### src/rtl/wgrid_pkg.sv
package wgrid_pkg;

  // Strobes handed from the cell decoder to the trace datapath.
  typedef struct packed {
    logic valid;   // coordinate inside grid and drawing enabled
    logic midLine; // line offset equals the middle trace line
    logic botLine; // line offset equals the bottom trace line
  } traceStrobes_t;

endpackage

### src/rtl/wgrid_cell_ctrl.sv
module wgrid_cell_ctrl
  import wgrid_pkg::*;
#(
  parameter int COORD_W   = 10,
  parameter int CELL_LOG2 = 4,
  parameter int NUM_WORDS = 16,
  parameter int WORD_W    = 16,
  parameter int GRID_COL0 = 8,
  parameter int GRID_ROW0 = 6,
  localparam int ADDR_W   = $clog2(NUM_WORDS),
  localparam int BIT_W    = $clog2(WORD_W)
) (
  input  logic               clk,
  input  logic               rstN,
  input  logic [COORD_W-1:0] pixX,
  input  logic [COORD_W-1:0] pixY,
  input  logic               enable,
  output logic [ADDR_W-1:0]  ramRdAddr,
  output logic [BIT_W-1:0]   bitIdx,
  output traceStrobes_t      strobes
);

  localparam int IDX_W    = COORD_W - CELL_LOG2;
  localparam int CELL     = 1 << CELL_LOG2;
  localparam int MID_LINE = CELL / 2;
  localparam int BOT_LINE = CELL - 1;

  logic [IDX_W-1:0]     cellCol;
  logic [IDX_W-1:0]     cellRow;
  logic [CELL_LOG2-1:0] lineOfs;
  logic                 colInGrid;
  logic                 rowInGrid;
  logic [IDX_W-1:0]     relCol;
  logic [IDX_W-1:0]     relRow;
  traceStrobes_t        nextStrobes;

  always_comb begin
    cellCol   = pixX[COORD_W-1:CELL_LOG2];
    cellRow   = pixY[COORD_W-1:CELL_LOG2];
    lineOfs   = pixY[CELL_LOG2-1:0];
    colInGrid = (int'(cellCol) >= GRID_COL0) && (int'(cellCol) < GRID_COL0 + NUM_WORDS);
    rowInGrid = (int'(cellRow) >= GRID_ROW0) && (int'(cellRow) < GRID_ROW0 + WORD_W);
    relCol    = cellCol - IDX_W'(GRID_COL0);
    relRow    = cellRow - IDX_W'(GRID_ROW0);
    nextStrobes.valid   = enable && colInGrid && rowInGrid;
    nextStrobes.midLine = (int'(lineOfs) == MID_LINE);
    nextStrobes.botLine = (int'(lineOfs) == BOT_LINE);
  end

  always_ff @(posedge clk or negedge rstN) begin
    if (!rstN) begin
      ramRdAddr <= '0;
      bitIdx    <= '0;
      strobes   <= '0;
    end else begin
      ramRdAddr <= colInGrid ? relCol[ADDR_W-1:0] : '0;
      bitIdx    <= rowInGrid ? relRow[BIT_W-1:0] : '0;
      strobes   <= nextStrobes;
    end
  end

endmodule

### src/rtl/wgrid_trace_path.sv
module wgrid_trace_path
  import wgrid_pkg::*;
#(
  parameter int WORD_W = 16,
  localparam int BIT_W = $clog2(WORD_W)
) (
  input  logic              clk,
  input  logic              rstN,
  input  logic [BIT_W-1:0]  bitIdx,
  input  traceStrobes_t     strobes,
  input  logic [WORD_W-1:0] ramRdData,
  output logic              pixelOn
);

  // Second stage waits for the RAM's one-cycle read.
  logic [BIT_W-1:0] s2BitIdx;
  traceStrobes_t    s2Strobes;
  logic             levelBit;

  always_ff @(posedge clk or negedge rstN) begin
    if (!rstN) begin
      s2BitIdx  <= '0;
      s2Strobes <= '0;
      pixelOn   <= 1'b0;
    end else begin
      s2BitIdx  <= bitIdx;
      s2Strobes <= strobes;
      pixelOn   <= s2Strobes.valid &&
                   (levelBit ? s2Strobes.midLine : s2Strobes.botLine);
    end
  end

  always_comb levelBit = ramRdData[s2BitIdx];

endmodule

### src/rtl/wgrid_waveform_render.sv
module wgrid_waveform_render
  import wgrid_pkg::*;
#(
  parameter int COORD_W   = 10,
  parameter int CELL_LOG2 = 4,
  parameter int NUM_WORDS = 16,
  parameter int WORD_W    = 16,
  parameter int GRID_COL0 = 8,
  parameter int GRID_ROW0 = 6,
  localparam int ADDR_W   = $clog2(NUM_WORDS)
) (
  input  logic               clk,
  input  logic               rstN,
  input  logic [COORD_W-1:0] pixX,
  input  logic [COORD_W-1:0] pixY,
  input  logic               enable,
  output logic [ADDR_W-1:0]  ramRdAddr,
  input  logic [WORD_W-1:0]  ramRdData,
  output logic               pixelOn
);

  localparam int BIT_W = $clog2(WORD_W);

  logic [BIT_W-1:0] bitIdx;
  traceStrobes_t    strobes;

  wgrid_cell_ctrl #(
    .COORD_W(COORD_W), .CELL_LOG2(CELL_LOG2), .NUM_WORDS(NUM_WORDS),
    .WORD_W(WORD_W), .GRID_COL0(GRID_COL0), .GRID_ROW0(GRID_ROW0)
  ) u_ctrl (
    .clk(clk), .rstN(rstN), .pixX(pixX), .pixY(pixY), .enable(enable),
    .ramRdAddr(ramRdAddr), .bitIdx(bitIdx), .strobes(strobes)
  );

  wgrid_trace_path #(.WORD_W(WORD_W)) u_path (
    .clk(clk), .rstN(rstN), .bitIdx(bitIdx), .strobes(strobes),
    .ramRdData(ramRdData), .pixelOn(pixelOn)
  );

endmodule

### config.mk
export PLATFORM = sky130hd
export DESIGN_NAME = wgrid_waveform_render
export DESIGN_NICKNAME = d
export VERILOG_FILES = /design/src/rtl/wgrid_pkg.sv /design/src/rtl/wgrid_cell_ctrl.sv /design/src/rtl/wgrid_trace_path.sv /design/src/rtl/wgrid_waveform_render.sv
export SDC_FILE = /design/constraint.sdc
export NUM_CORES = 1
export LEC_CHECK = 0
export BUFFER_PORTS_ARGS = -buffer_cell sky130_fd_sc_hd__clkbuf_2
export CAP_MARGIN = 5
export CORE_MARGIN = 8
export CORE_UTILIZATION = 43
export CTS_CLUSTER_DIAMETER = 120
export CTS_CLUSTER_SIZE = 40
export DETAILED_ROUTE_END_ITERATION = 10
export PLACE_DENSITY = 0.79
export SLEW_MARGIN = 20
export SYNTH_ARGS = -nofsm -noshare
export SYNTH_HDL_FRONTEND = slang
export SYNTH_HIERARCHICAL = 1
export SYNTH_SLANG_ARGS = --single-unit
### constraint.sdc
create_clock -name clk -period 5.4 [get_ports clk]
set_input_delay 0.54 -clock clk [delete_from_list [all_inputs] [get_ports clk]]
set_output_delay 0.54 -clock clk [all_outputs]
set_load 0.02 [all_outputs]
---- Word-level counts from Yosys, hierarchy flattened ----
Index checks and enable logic that the tools add are counted.
storage, ports and cells
  register bits ........................... 19
  output and inout bits ................... 5
  input bits .............................. 39
  logic and storage cells ................. 29
operators by class
  reductions and logical operators ........ 5
  $add $sub $neg .......................... 2
  equality and inequality tests ........... 2
  multiplexer cells ....................... 5
  $lt $le $gt $ge ......................... 5
operator list
  kind                                                                                  count
  6-bit by 5-bit less-than comparator with 1-bit output (second input constant)         2
  4-bit two-way mux                                                                     2
  6-bit by 3-bit greater-or-equal comparator with 1-bit output (second input constant)  1
  6-bit by 4-bit greater-or-equal comparator with 1-bit output (second input constant)  1
  1-bit logical AND                                                                     5
  4-bit by 5-bit less-than comparator with 1-bit output (second input constant)         1
  1-bit binary-select mux with 4-bit select                                             1
  4-bit by 1-bit equality test with 1-bit output (second input constant)                1
  4-bit equality test (second input constant)                                           1
  4-bit by 3-bit subtractor with 4-bit output (second input constant)                   1
  4-bit subtractor (second input constant)                                              1
  1-bit two-way mux                                                                     2

---- Logic depth before layout (Yosys ltp) ----
  word-level depth ........................ 4
  gate-level depth with buffers ........... 4
  depth with buffers taken out ............ 4

---- Hierarchy ----
Netlist, hierarchy kept.
modules (own cells, without submodules)
  module            area each (µm²)  instances  cells an instance  seq. area each (µm²)
  wgrid_cell_ctrl   420.4            1          29                 275.3
  wgrid_trace_path  344.1            1          15                 200.2

---- Least setup slack after synthesis ----
OpenSTA, ideal clock, no wires.
  path kind ............................... input -> register
  start ................................... input port ramRdData[11]
  end ..................................... register u_path.pixelOn
  stages .................................. 4
  slack ................................... 3.598 ns
  library setup time ...................... 0.120 ns
  buffers on the path ..................... 0
  data arrival time ....................... 1.681 ns
  required time ........................... 5.280 ns
  path through ............................ mux4_1 mux4_2 mux2i_1 nor2b_1
on the way
  cells in the longest elaborated chain, start to end .. 4
RTL lines
  element                                    line                         text
  from (decl)                                wgrid_waveform_render.sv:18  input logic [WORD_W-1:0] ramRdData,
  1-bit binary-select mux with 4-bit select  wgrid_trace_path.sv:33       always_comb levelBit = ramRdData[s2BitIdx];
  1-bit two-way mux (not written as such)    wgrid_trace_path.sv:33
  1-bit two-way mux                          wgrid_trace_path.sv:29       (levelBit ? s2Strobes.midLine : s2Strobes.botLine);
  1-bit logical AND                          wgrid_trace_path.sv:28       pixelOn <= s2Strobes.valid &&
  to (signal assigned)                       wgrid_trace_path.sv:28
  to (decl)                                  wgrid_trace_path.sv:12       output logic pixelOn
Every way passes these cells. The select of a mux whose other input is x is not followed.

---- Worst setup path in the final report ----
  start ................................... register u_path.s2BitIdx[3]
  end ..................................... register u_path.pixelOn
on the way
  cells in the longest elaborated chain, start to end .. 4
RTL lines
  element                                    line                    text
  from (decl)                                wgrid_trace_path.sv:16  logic [BIT_W-1:0] s2BitIdx;
  from (signal assigned)                     wgrid_trace_path.sv:26  s2BitIdx <= bitIdx;
  1-bit binary-select mux with 4-bit select  wgrid_trace_path.sv:33
  1-bit two-way mux (not written as such)    wgrid_trace_path.sv:33
  1-bit two-way mux                          wgrid_trace_path.sv:29
  1-bit logical AND                          wgrid_trace_path.sv:28
Every way passes these cells. The select of a mux whose other input is x is not followed.

==> flow_metrics.tcl <==
set metrics [dict create \
    run_status "complete, no violations" \
    setup_viol 0 \
    syn_to_final_growth_pct 33.2 \
    crit_path_max_fanout 4 \
    critPathTopFamily "multiplexers" \
    hold_buffers 0 \
    p_int_uw 197 \
    leakage_nw 0.534 \
    die_area_um2 3380 \
    arrival_ps 2010 \
    synth-seq-cells 19 \
    post-route-period-util_pct 33.9 \
    power_frac_seq_pct 59.7 \
    max_slew_margin_pct 71.3 \
    crit_path_end_kind "flop" \
    overflow 0 \
    synth_area_leader_cell "dfrtp_1" \
    tightest_slew_ps 430 \
    p_switching_uw 55.7 \
    numClockSinks 19 \
    cts_buffers 3 \
    drv_slew 0 \
    rsz0062_at_grt "false" \
    fin_util_pct 59.6 \
    topRoutingLayerUsed "met4" \
    met3_length_um 176 \
    setup_tns_ps 0 \
    synthCells 44 \
    worstSetupPathType "reg2reg" \
    vias 512 \
    layout-drive-gt1-share_pct 56.3 \
    start_util_pct 44.8 \
    crit_buf_inv 0 \
    first_pass_iters 4 \
    antennaDiodeCount 0 \
    path_clk_slew_ps 100 \
    synth_top_area_share_pct 62.2 \
    drv_cap 0 \
    cts_tree "built" \
    clock_path_buffers 2 \
    synth.area.top_cells "dfrtp_1 (62%), mux4_1 (14%), and2_2 (2.9%)" \
    wl_met2_um 615 \
    routedWlPerCell_um 12.3 \
    hp-class "in2async" \
    die_h_um 58.2 \
    slowest_stage "mux4_1" \
    io_buffers 39 \
    grt_max_degree 20 \
    io_pins 44 \
    final_nets 128 \
    ir_worst_vdd_v 0.000139 \
    fp.coreArea_um2 1710 \
    syn_area_per_cell_um2 17.4 \
    post_cts_resize_count 0 \
    ys_types 16 \
    cts_setup_buffers 0 \
    finalHoldViolations 0 \
    finClkSkew_ps 4.17 \
    synth_fp_nets 84 \
    cp-start-kind "flop" \
    fin_crit_ps 1830 \
    grt_pass1_wl_um 2390 \
    chipWidth_um 58.2 \
    crit_chain "mux4_1, mux4_2, mux2i_1, nor2b_1" \
    max_stage_delay_ps 580 \
    fmax_mhz 546 \
    rows 15 \
    combPwrFrac_pct 14.5 \
    worstSkewPairLatency_ps 280 \
    ys_seq_area_share_pct 62.2 \
    antenna_found_initial 0 \
    drc_errors 0 \
    drt_iter0_drc 9 \
    antenna_left 0 \
    gp_congestion 0.812 \
    syn_area_um2 764 \
    critPathRequiredTime_ps 5580 \
    grt_use_total_pct 9.17 \
    cts_root_buffer "clkbuf_4" \
    power_frac_clock_pct 25.8 \
    yosysWarnings 6 \
    finalWirelength_um 1380 \
    nFillCells 146 \
    h-tree-depth 1 \
    powerDensity_nw_per_um2 249 \
    p_sw_share_pct 22.0 \
    grt_pass1_vias 583 \
    wl_met1_um 576 \
    via_per_inst 4.57 \
]
[cell families after synthesis]
kind of cell | synth area share [%]
simple gates | 12.9
fa+ha+maj | 1.64
compound gates | 0.654
flops | 62.2
xor+xnor | 4.58
mux | 18.0
[cells in the mapped netlist]
library cell,n
dfrtp_1,19
mux4_1,4
and2_2,3
nor3_1,3
nor3b_1,2
xnor2_1,2
xor2_1,2
a21oi_1,1
and4_1,1
ha_1,1
mux2i_1,1
mux4_2,1
nor2_2,1
nor2b_1,1
nor4b_1,1
nor4bb_2,1
[placed cells by master (no fill, tap or decap), drive strengths merged]
cell type,n
a21oi,1
and2,3
and4,1
clkbuf,42
clkinv,1
dfrtp,19
ha,1
mux2i,1
mux4,5
nor2,1
nor2b,1
nor3,3
nor3b,2
nor4b,1
nor4bb,1
xnor2,2
xor2,2
[state kept, by name (all words and copies together), names as in the netlist]
name and cells:
u_ctrl/bitIdx 4, u_ctrl/ramRdAddr 4, u_path/s2BitIdx 4, u_ctrl/strobes 3
u_path/s2Strobes 3, u_path/pixelOn 1
[worst register-to-register path, cell delays in order (launching register included)]
cell and delay, ps:
dfrtp_1 440, mux4_1 580, mux4_2 490, mux2i_1 160, nor2b_1 60
[power groups by stage]
stage,sequential [mW],clock (mW),combinational (mW)
after global routing,0.152,0.0781,0.0411
after floorplan,0.155,0,0.0160
after global placement,0.154,0,0.0362
after detailed placement,0.154,0,0.0374
final,0.151,0.0652,0.0368
after CTS,0.151,0.0696,0.0376
[metal layers]
layer	vias to the layer above	GRT usage, %
li1	251	-
met1	230	10.2
met2	29	13.9
met3	2	4.64
met4	0	5.24
met5	-	0
[path summary, 6_finish.rpt]
kind	cells past startpoint	from	to	slack [ps]
max	4	u_path/s2BitIdx[3]	u_path/pixelOn	3570
max reg2reg	4	u_path/s2BitIdx[3]	u_path/pixelOn	3570
min	1	rstN	u_path/s2Strobes[1]	170
min in group clk	0	u_ctrl/strobes[1]	u_path/s2Strobes[1]	360
min reg2reg	0	u_ctrl/strobes[1]	u_path/s2Strobes[1]	360
max in group asynchronous	1	rstN	u_path/s2BitIdx[2]	4930
[through the flow]
step / instance area (um^2) / hold WS (ps) / power, mW / worst slack (ps) / std cells
after floorplan: 764 / 244 / 0.171 / 3600 / 44
after global placement: 991 / 333 / 0.190 / 3450 / 108
after detailed placement: 991 / 335 / 0.191 / 3440 / 108
after CTS: 1020 / 176 / 0.258 / 3540 / 112
after global routing: 1020 / 182 / 0.271 / 3450 / 112
final: 1020 / 174 / 0.253 / 3570 / 112
[final cells by class]
class	instances	area, um^2	share of cell area, %
sequential	19	475	46.7
multi-input combinational	25	289	28.4
timing repair buffer	39	195	19.2
tap	25	31.3	3.07
clock buffer	3	22.5	2.21
clock inverter	1	5.00	0.491
(Power assumes the default switching activity.)
